--- src/rtl/prv_irq_pkg.sv ---
package prv_irq_pkg;

    localparam int PRIO_W     = 8;
    localparam int EXT_PRIO_W = 6;
    localparam int EXT_SHIFT  = PRIO_W - EXT_PRIO_W;
    localparam int ID_W       = 14;
    localparam int NUM_GRP    = 3;
    localparam logic [PRIO_W-1:0] PRIO_IDLE = '1;

    typedef enum logic [1:0] {
        GRP_G0   = 2'd0,
        GRP_G1S  = 2'd1,
        GRP_G1NS = 2'd2
    } grp_e;

    typedef enum logic [1:0] {
        ST_IDLE    = 2'd0,
        ST_PEND    = 2'd1,
        ST_ACT     = 2'd2,
        ST_ACTPEND = 2'd3
    } qstate_e;

    typedef struct packed {
        logic              vld;
        logic [ID_W-1:0]   id;
        logic [PRIO_W-1:0] prio;
        logic [1:0]        grp;
    } win_t;

    // Group remap, group mismatch drop and non-secure access filter
    function automatic logic sgi_accept(logic [1:0] tgt, logic [1:0] req,
                                        logic ns, logic sec_dis,
                                        logic [1:0] acc);
        logic [1:0] eff;
        logic       ok;
        eff = (tgt == GRP_G0 && req == GRP_G1S) ? 2'(GRP_G0) : req;
        ok  = 1'b1;
        if (eff == GRP_G0 && tgt != GRP_G0) ok = 1'b0;
        if (ns && !sec_dis) begin
            if (tgt == GRP_G0  && acc < 2'd1) ok = 1'b0;
            if (tgt == GRP_G1S && acc < 2'd2) ok = 1'b0;
        end
        return ok;
    endfunction

endpackage

--- src/rtl/prv_irq_state.sv ---
module prv_irq_state
    import prv_irq_pkg::*;
#(
    parameter int NUM_IRQ = 32,
    parameter int NUM_SGI = 16,
    localparam int IDX_W  = $clog2(NUM_IRQ),
    localparam int SGI_W  = $clog2(NUM_SGI)
) (
    input  logic                 clk,
    input  logic                 rst,
    input  logic [NUM_IRQ-1:0]   set_pend,
    input  logic [2*NUM_IRQ-1:0] irq_grp,
    input  logic                 sec_dis,
    input  logic                 sgi_req,
    input  logic [SGI_W-1:0]     sgi_id,
    input  logic [1:0]           sgi_grp,
    input  logic                 sgi_ns,
    input  logic [2*NUM_SGI-1:0] sgi_acc,
    input  logic                 act_req,
    input  logic [IDX_W-1:0]     act_id,
    input  logic                 deact_req,
    input  logic [IDX_W-1:0]     deact_id,
    output logic [NUM_IRQ-1:0]   pend,
    output logic [NUM_IRQ-1:0]   act
);

    logic [NUM_IRQ-1:0] sgi_set, act_oh, deact_oh;
    logic [1:0]         sgi_tgt, sgi_af;

    assign sgi_tgt  = irq_grp[{sgi_id, 1'b0} +: 2];
    assign sgi_af   = sgi_acc[{sgi_id, 1'b0} +: 2];
    assign act_oh   = act_req   ? (NUM_IRQ'(1) << act_id)   : '0;
    assign deact_oh = deact_req ? (NUM_IRQ'(1) << deact_id) : '0;

    always_comb begin
        sgi_set = '0;
        if (sgi_req && sgi_accept(sgi_tgt, sgi_grp, sgi_ns, sec_dis, sgi_af))
            sgi_set[sgi_id] = 1'b1;
    end

    always_ff @(posedge clk) begin
        if (rst) begin
            pend <= '0;
            act  <= '0;
        end else begin
            pend <= (pend | set_pend | sgi_set) & ~act_oh;
            act  <= (act | act_oh) & ~deact_oh;
        end
    end


    act_chk: assert property (@(posedge clk) disable iff (rst)
        act_req && !(deact_req && deact_id == act_id)
        |=> act[$past(act_id)] && !pend[$past(act_id)]);


    deact_chk: assert property (@(posedge clk) disable iff (rst)
        deact_req |=> !act[$past(deact_id)]);

endmodule

--- src/rtl/prv_irq_pick.sv ---
module prv_irq_pick
    import prv_irq_pkg::*;
#(
    parameter int NUM_IRQ = 32
) (
    input  logic [NUM_IRQ-1:0]        pend,
    input  logic [NUM_IRQ-1:0]        act,
    input  logic [NUM_IRQ-1:0]        irq_en,
    input  logic [NUM_IRQ*PRIO_W-1:0] irq_prio,
    input  logic [2*NUM_IRQ-1:0]      irq_grp,
    input  logic [NUM_GRP-1:0]        grp_en,
    input  logic                      ext_vld,
    input  logic [ID_W-1:0]           ext_id,
    input  logic [EXT_PRIO_W-1:0]     ext_prio,
    output win_t                      win
);

    logic [NUM_IRQ-1:0] cand;
    logic [3:0]         grp_ok;
    logic [PRIO_W-1:0]  ext_p;

    assign grp_ok = {1'b0, grp_en};
    assign ext_p  = {ext_prio, EXT_SHIFT'(0)};

    for (genvar i = 0; i < NUM_IRQ; i++) begin : g_cand
        logic [1:0] gc;
        assign gc      = irq_grp[2*i +: 2];
        assign cand[i] = pend[i] & irq_en[i] & ~act[i] & grp_ok[gc];
    end

    // Strict less-than in ascending ID order: lowest value, then lowest ID
    always_comb begin
        win = '{vld: 1'b0, id: '0, prio: PRIO_IDLE, grp: 2'(GRP_G0)};
        for (int i = 0; i < NUM_IRQ; i++) begin
            if (cand[i] && irq_prio[i*PRIO_W +: PRIO_W] < win.prio) begin
                win.vld  = 1'b1;
                win.id   = ID_W'(i);
                win.prio = irq_prio[i*PRIO_W +: PRIO_W];
                win.grp  = irq_grp[2*i +: 2];
            end
        end
        if (ext_vld && grp_en[GRP_G1NS] && ext_p < win.prio) begin
            win.vld  = 1'b1;
            win.id   = ext_id;
            win.prio = ext_p;
            win.grp  = 2'(GRP_G1NS);
        end
    end

endmodule

--- src/rtl/prv_irq_arbiter.sv ---
module prv_irq_arbiter
    import prv_irq_pkg::*;
#(
    parameter int NUM_IRQ = 32,
    parameter int NUM_SGI = 16,
    localparam int IDX_W  = $clog2(NUM_IRQ),
    localparam int SGI_W  = $clog2(NUM_SGI)
) (
    input  logic                      clk,
    input  logic                      rst,
    input  logic [NUM_IRQ-1:0]        set_pend,
    input  logic [NUM_IRQ-1:0]        irq_en,
    input  logic [NUM_IRQ*PRIO_W-1:0] irq_prio,
    input  logic [2*NUM_IRQ-1:0]      irq_grp,
    input  logic [NUM_GRP-1:0]        grp_en,
    input  logic                      sec_dis,
    input  logic                      sgi_req,
    input  logic [SGI_W-1:0]          sgi_id,
    input  logic [1:0]                sgi_grp,
    input  logic                      sgi_ns,
    input  logic [2*NUM_SGI-1:0]      sgi_acc,
    input  logic                      act_req,
    input  logic [IDX_W-1:0]          act_id,
    input  logic                      deact_req,
    input  logic [IDX_W-1:0]          deact_id,
    input  logic                      ext_vld,
    input  logic [ID_W-1:0]           ext_id,
    input  logic [EXT_PRIO_W-1:0]     ext_prio,
    input  logic [IDX_W-1:0]          q_id,
    output logic [1:0]                q_state,
    input  logic                      low_power,
    input  logic [NUM_GRP-1:0]        dpg,
    output logic [NUM_GRP-1:0]        elig,
    output logic                      hp_valid,
    output logic [ID_W-1:0]           hp_id,
    output logic [PRIO_W-1:0]         hp_prio,
    output logic [1:0]                hp_grp
);

    logic [NUM_IRQ-1:0] pend, act;
    win_t               win;

    prv_irq_state #(.NUM_IRQ(NUM_IRQ), .NUM_SGI(NUM_SGI)) u_state (
        .clk(clk), .rst(rst), .set_pend(set_pend), .irq_grp(irq_grp),
        .sec_dis(sec_dis), .sgi_req(sgi_req), .sgi_id(sgi_id),
        .sgi_grp(sgi_grp), .sgi_ns(sgi_ns), .sgi_acc(sgi_acc),
        .act_req(act_req), .act_id(act_id), .deact_req(deact_req),
        .deact_id(deact_id), .pend(pend), .act(act)
    );

    prv_irq_pick #(.NUM_IRQ(NUM_IRQ)) u_pick (
        .pend(pend), .act(act), .irq_en(irq_en), .irq_prio(irq_prio),
        .irq_grp(irq_grp), .grp_en(grp_en), .ext_vld(ext_vld),
        .ext_id(ext_id), .ext_prio(ext_prio), .win(win)
    );

    always_ff @(posedge clk) begin
        if (rst) begin
            hp_valid <= 1'b0;
            hp_id    <= '0;
            hp_prio  <= PRIO_IDLE;
            hp_grp   <= 2'(GRP_G0);
        end else begin
            hp_valid <= win.vld;
            hp_id    <= win.id;
            hp_prio  <= win.prio;
            hp_grp   <= win.grp;
        end
    end

    assign q_state = {act[q_id], pend[q_id]};

    for (genvar g = 0; g < NUM_GRP; g++) begin : g_elig
        assign elig[g] = ~low_power & grp_en[g] & ~dpg[g];
    end


    idle_chk: assert property (@(posedge clk) disable iff (rst)
        !hp_valid |-> hp_prio == PRIO_IDLE && hp_id == '0);


    valid_chk: assert property (@(posedge clk) disable iff (rst)
        hp_valid |-> hp_prio != PRIO_IDLE);


    ext_grp_chk: assert property (@(posedge clk) disable iff (rst)
        hp_valid && hp_id >= ID_W'(NUM_IRQ)
        |-> hp_grp == GRP_G1NS && hp_prio[EXT_SHIFT-1:0] == '0);


    lowpwr_chk: assert property (@(posedge clk) disable iff (rst)
        low_power |-> elig == '0);

endmodule

--- config.mk ---
export PLATFORM = sky130hd
export DESIGN_NAME = prv_irq_arbiter
export DESIGN_NICKNAME = d
export VERILOG_FILES = /design/src/rtl/prv_irq_pkg.sv /design/src/rtl/prv_irq_state.sv /design/src/rtl/prv_irq_pick.sv /design/src/rtl/prv_irq_arbiter.sv
export SDC_FILE = /design/constraint.sdc
export NUM_CORES = 1
export LEC_CHECK = 0
export BUFFER_PORTS_ARGS = -buffer_cell sky130_fd_sc_hd__buf_4
export CAP_MARGIN = 20
export CORE_AREA = 2 2 198 200
export DETAILED_ROUTE_END_ITERATION = 8
export DIE_AREA = 0 0 200 202
export PLACE_DENSITY = 0.76
export SKIP_CTS_REPAIR_TIMING = 1
export SYNTH_ARGS = -nofsm -noshare
export SYNTH_HDL_FRONTEND = slang
export SYNTH_SLANG_ARGS = --single-unit
--- constraint.sdc ---
create_clock -name clk -period 73 [get_ports clk]
set_input_delay 0 -clock clk [delete_from_list [all_inputs] [get_ports clk]]
set_output_delay 0 -clock clk [all_outputs]
set_load 0.02 [all_outputs]
After elaboration in Yosys (flattened, before gate mapping)
Cells that the tools add are included.
{"block": "word_totals", "word_cells": 385, "out_inout_bits": 30, "memories": 0, "mem_bits_rw": 0, "in_bits": 472, "latch_bits": 0, "register_bits": 89, "mem_bits_ro": 0}
{"block": "classes", "shift": 4, "reduce_logical": 46, "bitwise_logic": 145, "add_sub_neg": 0, "n_div": 0, "muxes": 111, "magnitude_cmp": 70, "n_mul": 0, "n_eq_ne": 2}
{"op": "25-bit 2-to-1 mux", "count": 33}
{"op": "8-bit less-than comparator", "count": 32}
{"op": "1-bit AND", "count": 102}
{"op": "2-bit by 3-bit less-than comparator with 1-bit output (second input constant)", "count": 32}
{"op": "32-bit AND", "count": 2}
{"op": "1-bit binary-select mux with 2-bit select", "count": 32}
{"op": "32-bit 2-to-1 mux", "count": 2}
{"op": "32-bit NOT", "count": 2}
{"op": "32-bit bitwise OR", "count": 2}
{"op": "64-bit by 6-bit indexed part select with 2-bit output", "count": 1}
{"op": "1-bit by 5-bit << shifter with 32-bit output (first input constant)", "count": 2}
{"op": "1-bit logical AND", "count": 41}
{"op": "1-bit 2-to-1 mux", "count": 39}
{"op": "1-bit NOT", "count": 36}
{"op": "32-bit by 16-bit bitwise OR with 32-bit output", "count": 1}
{"op": "32-bit by 6-bit indexed part select with 2-bit output", "count": 1}
{"op": "16-bit 2-to-1 mux", "count": 1}
{"op": "1-bit binary-select mux with 5-bit select", "count": 2}
{"op": "8-bit less-than comparator (second input constant)", "count": 1}
{"op": "4-bit by 6-bit less-than comparator with 1-bit output (second input constant)", "count": 1}
{"op": "5-bit by 6-bit less-than comparator with 1-bit output (second input constant)", "count": 1}
{"op": "1-bit demux with 4-bit select", "count": 1}
{"op": "2-bit by 1-bit == test with 1-bit output (second input constant)", "count": 2}
{"op": "4-bit by 1-bit greater-or-equal comparator with 1-bit output (second input constant)", "count": 1}
{"op": "other kinds (7)", "count": 8}

Longest topological paths before layout
{"block": "logic_depth", "ltp_word": 101, "depth_mapped": 364, "depth_no_buf": 329}

Hierarchy
Synthesis repeated with hierarchy kept, for this count alone.
{"block": "unflattened", "hier_cells": 2578, "hier_area_um2": 19105.8}
{"mod": "prv_irq_pick", "area_per_inst_um2": 14535.2, "instances": 1, "cells_each": 2115, "seq_area_each_um2": 0.0}
{"mod": "prv_irq_state", "area_per_inst_um2": 3273.1, "instances": 1, "cells_each": 336, "seq_area_each_um2": 1281.2}
{"mod": "prv_irq_arbiter", "area_per_inst_um2": 1297.5, "instances": 1, "cells_each": 127, "seq_area_each_um2": 500.5}

Worst setup path before layout
No wires, ideal clock.
{"block": "synth_timing", "path_type": "register -> register", "startpoint": "register u_state.pend[0]", "endpoint": "register hp_id[10]", "setup_time_ns": 0.080, "synth_period_minus_slack_ns": 63.134, "path_slack_ns": 9.866, "arrival_time_ns": 63.054, "required_ns": 72.920, "stages_incl_launch_ff": 348, "path_buffers": 38, "cell_sequence": "dfxtp_1 -> nand2_1 -> a211oi_2 -> nand2_1 -> clkbuf_1 -> nor2_1 -> ha_1 -> a221o_1 -> a2111oi_2 -> o21ai_2 -> a21o_1 -> buf_1 -> a21oi_1 -> inv_1 -> ha_1 -> and4_1 -> a2111oi_0 -> and3_1 -> [312 not listed] -> a21oi_1 -> nor2b_1 -> o21ai_0 -> nand3_1 -> or3_1 -> o41ai_1 -> buf_2 -> nand2b_1 -> o31ai_1 -> ha_1 -> a21oi_1 -> nor2b_1 -> o21ai_0 -> and4b_1 -> clkbuf_1 -> nand3_1 -> clkbuf_1 -> nor3b_1"}
{"block": "synth_between", "elab_chain_len": 101}
{"element": "start: declaration", "line": "prv_irq_state.sv:23", "text": "output logic [NUM_IRQ-1:0] pend,"}
{"element": "start signal: assignment", "line": "prv_irq_state.sv:46", "text": "pend <= (pend | set_pend | sgi_set) & ~act_oh;"}
{"element": "1-bit AND * (3 in series)", "line": "prv_irq_pick.sv:28", "text": "assign cand[i] = pend[i] & irq_en[i] & ~act[i] & grp_ok[gc];"}
{"element": "1-bit logical AND *", "line": "prv_irq_pick.sv:35", "text": "if (cand[i] && irq_prio[i*PRIO_W +: PRIO_W] < win.prio) begin"}
{"element": "25-bit 2-to-1 mux *", "line": "prv_irq_pick.sv:35"}
{"element": "8-bit less-than comparator", "line": "prv_irq_pick.sv:35"}
{"element": "1-bit logical AND", "line": "prv_irq_pick.sv:35"}
{"element": "25-bit 2-to-1 mux *", "line": "prv_irq_pick.sv:35"}
{"element": "8-bit less-than comparator", "line": "prv_irq_pick.sv:35"}
{"element": "1-bit logical AND", "line": "prv_irq_pick.sv:35"}
{"element": "[83 not listed]"}
{"element": "1-bit logical AND", "line": "prv_irq_pick.sv:35"}
{"element": "25-bit 2-to-1 mux *", "line": "prv_irq_pick.sv:35"}
{"element": "8-bit less-than comparator", "line": "prv_irq_pick.sv:35"}
{"element": "1-bit logical AND", "line": "prv_irq_pick.sv:35"}
{"element": "25-bit 2-to-1 mux *", "line": "prv_irq_pick.sv:35"}
{"element": "8-bit less-than comparator", "line": "prv_irq_pick.sv:42", "text": "if (ext_vld && grp_en[GRP_G1NS] && ext_p < win.prio) begin"}
{"element": "1-bit logical AND", "line": "prv_irq_pick.sv:42"}
{"element": "25-bit 2-to-1 mux *", "line": "prv_irq_pick.sv:42"}
{"element": "end signal: assignment", "line": "prv_irq_arbiter.sv:65", "text": "hp_id <= win.id;"}
{"element": "end: declaration", "line": "prv_irq_arbiter.sv:35", "text": "output logic [ID_W-1:0] hp_id,"}
Mark *: on every way between the ends. The rest lies on a longest branch, timed or not.
A chain may end at the register's enable or synchronous reset.

Worst setup path in the final report
{"block": "layout_timing", "startpoint": "register u_state.pend[0]", "endpoint": "register hp_id[5]"}
Same word-level chain as after synthesis.

==> results.yml <==
placement:
  numPortBuffers: 501
  place.gp.congestion: 1.02
  hpwl_um: 66200
  placed_cell_area_um2: 21500
yosys:
  synth_nets: 3041
  syn_area_per_cell_um2: 7.24
  synthFlopType: "dfxtp_1"
  synthCells: 2406
  synth_edf_count: 0
  synth_cell_types: 123
  ys_top_cells_by_area: "ha_1 12%, dfxtp_1 10%, mux2i_1 6.4%"
  synth.top_cell.area_share: 0.117
  yosys_warnings: 0
  synth-async-reset-ratio: 0
  yosysTopAreaCell: "ha_1"
  synth-seq-area-share: 0.102
  syn_area_um2: 17400
  postSynthRegisterBits: 89
critical_path:
  cp_max_fo: 21
  crit_arrival_ns: 67.72
  slowest_stage: "o31ai_1"
  r2r_slack_ns: 5.51
  end_kind: "flip-flop"
  rr_worst_depth: 304
  r2r-start: "u_state.pend[0]"
  startpoint_type: "flip-flop"
  crit_top_cell: "ha_1"
  worstSetupPathType: "reg -> reg"
  worstPathRequired_ns: 73.23
  r2r-end: "hp_id[5]"
  critPathMaxStageDelay_ns: 0.59
clocking:
  clockBufferDepth: 2
  clockRootBuffer: "clkbuf_16"
  clkLatencyLatePin_ns: 0.35
  path_clk_slew_ns: 0.07
  cts_max_level: 3
  cts_tree: "done"
  cts_sinks: 89
  cts_made_buffers: 9
power:
  p_leak_nw: 10.5
  finalPower_mw: 0.419
  p_per_area_nw_per_um2: 18.6
  max-vdd-ir-drop_uv: 12.4
timing:
  relSlewSlack: 0.379
  setup-violations-final: 0
  period_needed_ns: 67.49
  hold_ws_ns: -0.0291
  slew_violations: 0
  worstMarginPinSlew_ns: 0.932
  max_freq_mhz: 14.8
  fin_skew_ns: 0.0128
  hold_violations: 7
  finalCritPeriodShare: 0.924
  timing.setup.tns_ns: 0
floorplan:
  core_um2: 38300
  die_w_um: 200
  initial_utilization: 0.455
  die_y_um: 202
  num_rows: 72
  dieArea_um2: 40400
  pin_count: 502
cells_and_area:
  area_delta_synth_final_pct: 29.3
  layout_common_cells: "521 x buf_4, 266 x nor2_1, 241 x nand2_1"
  fin_util: 0.589
  fill_cells: 3673
  multi_input_area_um2: 14700
  nNetsFinal: 3527
  finalInstanceArea_um2: 22500
  final_common_cell: "buf_4"
  layout-drive-gt1-share: 0.249
  ff_latch_area_um2: 1780
grt:
  grt_pass1_vias: 20400
  grt-ovfl-total: 0
  antenna_found_initial: 8
  grt_pass1_wl_um: 116000
  grt_max_degree: 90
  track_usage: 0.368
status:
  status: "finished with violations"
  violations: "negative hold slack"
min_path:
  min_to: "hp_prio[3]"
  worstHoldPathCells: 3
  worstHoldStart: "ext_prio[1]"
  hold_path.class: "in -> reg"
routing:
  top_layer: "met5"
  dr_wl_met2_um: 36300
  drt-met1-wl_um: 31000
  wl_um: 78700
  vias: 21500
  antenna_left: 0
  drt-initial-drc-count: 1901
  drt-pass1-iter-count: 8
  route.detailed.drc: 0
  routedWlPerCell_um: 23.0
  wl_met3_um: 7380
  detail_route.vias_per_cell: 6.29
run:
  cap_violations: 0
==> state kept, by name, summed over array words and instances, names as in the netlist <==
name          count
u_state.pend     32
u_state.act      32
hp_prio           8
hp_grp            2
hp_valid          1
hp_id            14
==> final cells by class <==
type | count | area share
Antenna cell | 7 | 0.000777
Clock buffer | 10 | 0.0106
Clock inverter | 6 | 0.00428
Inverter | 184 | 0.0306
Multi-Input combinational cell | 2048 | 0.654
Sequential cell | 89 | 0.0791
Tap cell | 518 | 0.0288
Timing Repair Buffer | 560 | 0.192
==> kinds of logic (layout without fill, tap and decap cells) <==
kind of cell / after synthesis / in the layout / synth area share
buffers and inverters: 269 / 760 / 0.0593
other: 0 / 7 / 0
and+or+nand+nor: 923 / 923 / 0.258
xor gates and xnor gates: 12 / 12 / 0.00603
adders and majority gates: 174 / 174 / 0.123
AOI/OAI and AO/OA: 740 / 740 / 0.304
muxes: 199 / 199 / 0.147
DFF: 89 / 89 / 0.102
==> power breakdown <==
part	leakage (nW)	switching, mW	total [mW]	internal [mW]
clock network	0.162	0.0209	0.0523	0.0314
registers	0.733	0.00311	0.0574	0.0543
logic	9.65	0.180	0.309	0.129
total	10.5	0.204	0.419	0.215
==> cell usage after synthesis, drive strengths merged (18+ instances only) <==
cell / number
ha: 163
mux2: 47
nor3: 75
a211oi: 51
nand2: 246
or2: 19
a31oi: 22
o211a: 18
a2111oi: 19
a21oi: 143
o31ai: 20
inv: 184
and3: 24
nor2b: 39
o211ai: 35
mux2i: 113
nand4: 20
mux4: 39
and4: 26
nand3: 67
dfxtp: 89
nand2b: 34
nor2: 269
o21ai: 159
a21o: 24
o22ai: 55
clkbuf: 68
and2: 42
==> worst max-delay path by stage <==
stage                                from         to  slack [ns]  depth (start not counted)
after floorplan           u_state.pend[0]  hp_id[10]        9.87                        347
after global placement          grp_en[2]   hp_id[5]        3.46                        299
after detailed placement        grp_en[1]   hp_id[5]        1.61                        298
after CTS                 u_state.pend[0]   hp_id[5]        1.41                        297
after global routing      u_state.pend[0]   hp_id[5]       -0.06                        306
final                     u_state.pend[0]   hp_id[5]        5.51                        304
==> worst max-delay path, delay by kind of cell (launching register included) <==
family          cells  cell delay [ns]
buf+inv            28             3.23
fa+ha+maj          32             9.09
simple gates      110            20.92
flops               1             0.38
compound gates    119            29.13
mux                15             4.46
==> routing by layer <==
metal | vias up | global-route usage
li1 | 10100 | -
met2 | 1169 | 0.616
met3 | 221 | 0.0621
met4 | 4 | 0.173
met1 | 10100 | 0.458
met5 | - | 0
==> through the flow <==
stage          setup slack (ns)  instances
6_report                   5.51       3422
4_1_cts                    1.41       3361
3_3_place_gp               3.46       3345
2_1_floorplan              9.87       2406
3_5_place_dp               1.61       3345
5_1_grt                 -0.0635       3419
Power figures use the tool's default switching activity.
